[config.mk]
export PLATFORM = sky130hd
export DESIGN_NAME = pix_lut_top
export DESIGN_NICKNAME = d
export VERILOG_FILES = /design/src/rtl/lut_pkg.sv /design/src/rtl/lut_host_port.sv /design/src/rtl/lut_table.sv /design/src/rtl/lut_out_stage.sv /design/src/rtl/pix_lut_top.sv
export SDC_FILE = /design/constraint.sdc
export NUM_CORES = 2
export LEC_CHECK = 0
export ABC_CLOCK_PERIOD_IN_PS = 3230
export BUFFER_PORTS_ARGS = -buffer_cell sky130_fd_sc_hd__buf_2
export CAP_MARGIN = 30
export CORE_MARGIN = 2
export CORE_UTILIZATION = 50
export CTS_BUF_LIST = sky130_fd_sc_hd__clkbuf_8
export DETAILED_ROUTE_END_ITERATION = 7
export GPL_TIMING_DRIVEN = 0
export PLACE_DENSITY = 0.65
export SYNTH_ARGS = -nofsm -noshare
export SYNTH_HDL_FRONTEND = slang
export SYNTH_HIERARCHICAL = 1
export SYNTH_SLANG_ARGS = --single-unit
[constraint.sdc]
create_clock -name clk -period 3.23 [get_ports clk]
set_input_delay 0.4845 -clock clk [delete_from_list [all_inputs] [get_ports clk]]
set_output_delay 0.4845 -clock clk [all_outputs]
set_load 0.02 [all_outputs]
[src/rtl/lut_pkg.sv]
package lut_pkg;
  localparam int unsigned PIX_W = 8;

  typedef struct packed {
    logic load_en;
    logic show_stored;
    logic blank;
  } lut_ctl_t;

  function automatic logic write_allowed(lut_ctl_t c);
    return c.load_en && !c.show_stored;
  endfunction
endpackage

[src/rtl/lut_host_port.sv]
module lut_host_port #(
  parameter int unsigned W = 8
) (
  input  logic         clk,
  input  logic         rst_n,
  input  logic         idx_we,
  input  logic         val_we,
  input  logic [W-1:0] wdata,
  input  lut_pkg::lut_ctl_t ctl,
  output logic         wr_en,
  output logic [W-1:0] wr_idx,
  output logic [W-1:0] wr_val
);
  logic [W-1:0] idx_q;

  // Plain index register: no auto-advance.
  always_ff @(posedge clk or negedge rst_n) begin
    if (!rst_n) idx_q <= '0;
    else if (idx_we) idx_q <= wdata;
  end

  // The value write uses the index held before this edge.
  always_comb begin
    wr_en  = val_we && lut_pkg::write_allowed(ctl);
    wr_idx = idx_q;
    wr_val = wdata;
  end

  p_idx_hold_r2: assert property (@(posedge clk) disable iff (!rst_n)
    !idx_we |=> $stable(idx_q));
  p_idx_load_r8: assert property (@(posedge clk) disable iff (!rst_n)
    idx_we |=> idx_q == $past(wdata));
endmodule

[src/rtl/lut_table.sv]
module lut_table #(
  parameter int unsigned W = 8
) (
  input  logic         clk,
  input  logic         rst_n,
  input  logic         wr_en,
  input  logic [W-1:0] wr_idx,
  input  logic [W-1:0] wr_val,
  input  logic [W-1:0] rd_idx,
  output logic [W-1:0] rd_val
);
  localparam int unsigned DEPTH = 1 << W;

  logic [DEPTH-1:0][W-1:0] mem;

  for (genvar i = 0; i < DEPTH; i++) begin : g_entry
    localparam logic [W-1:0] SELF = W'(i);
    always_ff @(posedge clk or negedge rst_n) begin
      if (!rst_n) mem[i] <= SELF;
      else if (wr_en && wr_idx == SELF) mem[i] <= wr_val;
    end
  end

  // Combinational read: a same-cycle write lands after the edge, so reads see old data.
  assign rd_val = mem[rd_idx];

  p_table_quiet_r3: assert property (@(posedge clk) disable iff (!rst_n)
    !wr_en |=> $stable(mem));
  p_table_write_r6: assert property (@(posedge clk) disable iff (!rst_n)
    wr_en |=> mem[$past(wr_idx)] == $past(wr_val));
endmodule

[src/rtl/lut_out_stage.sv]
module lut_out_stage #(
  parameter int unsigned W = 8
) (
  input  logic         clk,
  input  logic         rst_n,
  input  logic         in_valid,
  output logic         in_ready,
  input  logic [W-1:0] mapped,
  input  logic         blank,
  output logic         out_valid,
  input  logic         out_ready,
  output logic [W-1:0] out_pix
);
  logic take;

  assign in_ready = !out_valid || out_ready;
  assign take     = in_valid && in_ready;

  always_ff @(posedge clk or negedge rst_n) begin
    if (!rst_n) begin
      out_valid <= 1'b0;
      out_pix   <= '0;
    end else if (take) begin
      out_valid <= 1'b1;
      out_pix   <= blank ? '0 : mapped;
    end else if (out_ready) begin
      out_valid <= 1'b0;
    end
  end

  p_hold_r7: assert property (@(posedge clk) disable iff (!rst_n)
    out_valid && !out_ready |=> out_valid && $stable(out_pix));
  p_stall_r7: assert property (@(posedge clk) disable iff (!rst_n)
    out_valid && !out_ready |-> !in_ready);
  p_latency_r5: assert property (@(posedge clk) disable iff (!rst_n)
    in_valid && in_ready |=> out_valid);
  p_blank_r4: assert property (@(posedge clk) disable iff (!rst_n)
    in_valid && in_ready && blank |=> out_pix == '0);
  p_idle_r9: assert property (@(posedge clk) disable iff (!rst_n)
    !out_valid && !in_valid |=> !out_valid);
endmodule

[src/rtl/pix_lut_top.sv]
module pix_lut_top #(
  parameter int unsigned W = lut_pkg::PIX_W
) (
  input  logic         clk,
  input  logic         rst_n,
  input  logic         in_valid,
  output logic         in_ready,
  input  logic [W-1:0] in_pix,
  output logic         out_valid,
  input  logic         out_ready,
  output logic [W-1:0] out_pix,
  input  logic         host_idx_we,
  input  logic         host_val_we,
  input  logic [W-1:0] host_wdata,
  input  logic         ctl_load_en,
  input  logic         ctl_show_stored,
  input  logic         ctl_blank
);
  lut_pkg::lut_ctl_t ctl;
  logic         wr_en;
  logic [W-1:0] wr_idx, wr_val, mapped;

  assign ctl = '{load_en: ctl_load_en, show_stored: ctl_show_stored, blank: ctl_blank};

  lut_host_port #(.W(W)) u_port (
    .clk(clk), .rst_n(rst_n), .idx_we(host_idx_we), .val_we(host_val_we),
    .wdata(host_wdata), .ctl(ctl), .wr_en(wr_en), .wr_idx(wr_idx), .wr_val(wr_val)
  );

  lut_table #(.W(W)) u_table (
    .clk(clk), .rst_n(rst_n), .wr_en(wr_en), .wr_idx(wr_idx), .wr_val(wr_val),
    .rd_idx(in_pix), .rd_val(mapped)
  );

  lut_out_stage #(.W(W)) u_out (
    .clk(clk), .rst_n(rst_n), .in_valid(in_valid), .in_ready(in_ready),
    .mapped(mapped), .blank(ctl.blank), .out_valid(out_valid),
    .out_ready(out_ready), .out_pix(out_pix)
  );

  a_reset_r9: assert property (@(posedge clk) !rst_n |=> !out_valid || rst_n);
endmodule

==> impl_results.md <==
- PortBufs: 29
- RePlAce Congestion: 1.08
- Core Box Area: 0.190 mm^2
- Avg Synthesized Cell Area: 15.9 um^2
- Post-synth EDFFs: 0
- Pin count of the biggest net entering global routing: 179
- Min-Delay Startpoint: host_wdata[7]
- Setup Total Neg Slack: -9.64 ns
- Yosys reg bits: 2065
- Final nets: 6615
- Starting Density: 0.503
- Hold Path Class: primary input to register
- Clock Latency Late Sink: 1.14 ns
- H-Tree Depth: 5
- Top-area cell type share of the netlist area: 0.281
- Setup Skew: 0.102 ns
- Fillcell total: 15100
- Slew of the pin with the lowest slew margin: 1.16 ns
- Post-Syn Nets: 6056
- Clk sink count: 2065
- Post-synthesis async set-or-reset flop share: 1.00
- Commonest non-fill, non-tap cell in the layout: mux2_2
- Status: finished, violations left
- Initial antenna violation count: 58
- Switching share of power: 0.274
- Synth area leaders: dfstp_2 28%, dfrtp_1 27%, mux2_2 24%
- End of the critical path: u_out/out_pix[0]
- CP max FO: 10
- Finished Core Util: 0.577
- Row Count: 160
- CP Class: primary input to register
- CTS tree: done
- DRT Wirelength: 418000 um
- Drt pass-1 iters: 8
- Slowest CP cell: nor4_4
- Crit path required time: 4.26 ns
- Internal power: 0.0410 W
- Synth Flop Type: dfrtp_1
- Failing checks: negative setup slack
- RSZ-0062 raised after global routing: yes
- Clock buffer depth: 4
- Most frequent cells in the layout: 2057 x mux2_2, 1039 x dfrtp_1, 1024 x dfstp_2
- Synth Instances: 6031
- Worst Slack Setup Final: -0.238 ns
- Clock power share: 0.420
- Grt ovf: 0
- Period Utilization, post-route: 1.07
- Largest area contributor in the netlist: dfstp_2
- Worst relative slew slack: 0.222
- Crit path launch type: primary input
- Wire per inst: 44.4 um
- RR Endpoint: u_table/mem[1027]
- Clock transition at path regs: 0.06 ns
- Layout cells sized above 1: 0.661
- Total chip power: 0.0564 W
- Fmax achieved: 288 MHz
- Total Die Area: 0.195 mm^2
- Die W: 441 um
- Sequential fraction of design power: 0.481
- Yosys warning total: 6
- Root cell of the clock tree: clkbuf_8
- Max-slew violations: 0
- # setup viols final: 221
- Ports: 35
- Pwr Density: 514 mW/mm^2
- Crit path cell chain: buf_2, buf_2, buf_2, buf_8, buf_6, mux2i_1, nor2_1, a21oi_1, a21oi_2, nor4_4, nor4_4, and2b_1, mux2_4
- P_leak: 48.9 nW
- Detailed placement HPWL: 297000 um
- Iteration-0 DRC Markers: 8676
- Reg2Reg Launch Point: u_port/wr_idx[0]
- Worst Setup End Kind: register
- Worst R2R Setup Slack: -0.13 ns
- Cell variety after synth: 67
- R2R depth: 6
- Hold Slack: 0.251 ns
- Number of global-route vias before repair: 63000
- Arrival time worst endpoint: 4.50 ns
- Fin crit period: 3.47 ns
- Vias: 64400
- CP startpoint: in_pix[3]
- Syn-to-layout area delta: 14.7%
- Maximum vdd drop: 0.388 mV
- Combinational power share: 0.099
- GRT Total Usage: 0.430
- Vias per std cell: 6.84
- Net Switching: 0.0154 W
- CP most frequent cell: buf_2
- Fraction of the yosys area taken by sequential cells: 0.554
- First-pass GRT wire length: 556000 um
- ANT nets after route: 0
- DRC Markers: 0
- Cell area after technology mapping: 0.0957 mm^2
- Largest stage delay on the critical path: 0.69 ns
- Die Y: 441 um
- Max-Cap Viols: 0
- Number of hold violations in the final report: 0
- Num CTS Buffers: 367
==> registers in the layout, summed over array words and instances (netlist names) <==
| register | count |
|---|---|
| u_port/wr_idx | 8 |
| u_out/out_pix | 8 |
| u_table/mem | 2048 |
| u_out/out_valid | 1 |
==> Yosys cell counts (all sizes together) (32+ instances only) <==
| library cell | count |
|---|---|
| o21ai | 32 |
| dfstp | 1024 |
| o22ai | 34 |
| clkbuf | 301 |
| a22oi | 50 |
| buf | 155 |
| o221ai | 46 |
| mux2i | 134 |
| nand2 | 161 |
| a221oi | 34 |
| nor2 | 205 |
| a21oi | 59 |
| mux2 | 2073 |
| mux4 | 483 |
| dfrtp | 1041 |
==> power groups by stage <==
stage,logic [W],clock network [W],registers (W)
final,0.00561,0.0237,0.0271
after global routing,0.00559,0.0251,0.0272
after CTS,0.00529,0.0239,0.0271
after detailed placement,0.00516,0,0.0275
after global placement,0.00482,0,0.0274
after floorplan,0.00215,0,0.0274
==> cells by family (layout without fill, tap and decap cells) <==
logic type	after synthesis	in the layout	share of synthesized area
simple gates	486	486	0.0227
flops	2065	2065	0.554
buf+inv	465	1311	0.0259
mux	2690	2690	0.373
compound gates	325	325	0.0245
other cells	0	30	0
==> layout make-up <==
cell class / instances / area [um^2] / share of cell area
flip-flops and latches: 2065 / 53000 / 0.482
multi-input cells: 3501 / 40900 / 0.373
clock buffers: 448 / 6170 / 0.0562
well taps: 2511 / 3140 / 0.0286
plain buffers: 451 / 2910 / 0.0265
repair buffers: 196 / 2710 / 0.0247
clock inverters: 208 / 848 / 0.00773
diodes: 30 / 75.1 / 0.000684
inverters: 8 / 31.3 / 0.000285
==> how the worst min path moves through the flow <==
stage	end	cells after the start
4_1_cts	u_table/mem[1543]	4
3_3_place_gp	u_table/mem[1037]	1
6_report	u_table/mem[1543]	4
5_1_grt	u_table/mem[1543]	4
2_1_floorplan	u_out/out_pix[0]	0
3_5_place_dp	u_table/mem[1290]	1
==> critical path, delay by kind of cell <==
kind                   cells  cell delay [ns]
buffers and inverters      5             1.58
and+or+nand+nor            4             1.14
muxes                      2             0.61
AOI/OAI and AO/OA          2             0.61
==> stage by stage <==
step           area, um^2  cells  setup slack (ns)
4_1_cts            109000   9373          -0.00550
6_report           110000   9418            -0.238
5_1_grt            110000   9391           -0.0246
2_1_floorplan       95700   6031             0.285
3_5_place_dp       101000   8700             -2.86
3_3_place_gp        99000   8571            -43.33
==> layer usage <==
| metal | GRT usage | part of all wire | wire, um | vias to the layer above |
|---|---|---|---|---|
| li1 | - | - | - | 23900 |
| met1 | 0.556 | 0.38 | 158000 | 35100 |
| met2 | 0.583 | 0.41 | 171000 | 4214 |
| met3 | 0.178 | 0.13 | 53900 | 1205 |
| met4 | 0.297 | 0.084 | 35300 | 32 |
| met5 | 0.00733 | 0.0013 | 543 | - |
==> repair_timing <==
| item | in CTS | in global routing |
|---|---|---|
| buffers inserted | 0 | 1 |
| setup endpoints to repair | 1768 | 722 |
| pin swaps | 2 | 2 |
| hold buffers | 22 | 0 |
| hold endpoints to repair | 142 | 0 |
| gates resized for setup | 277 | 63 |
| gates cloned | 1 | 3 |
Power figures use the tool's default switching activity.
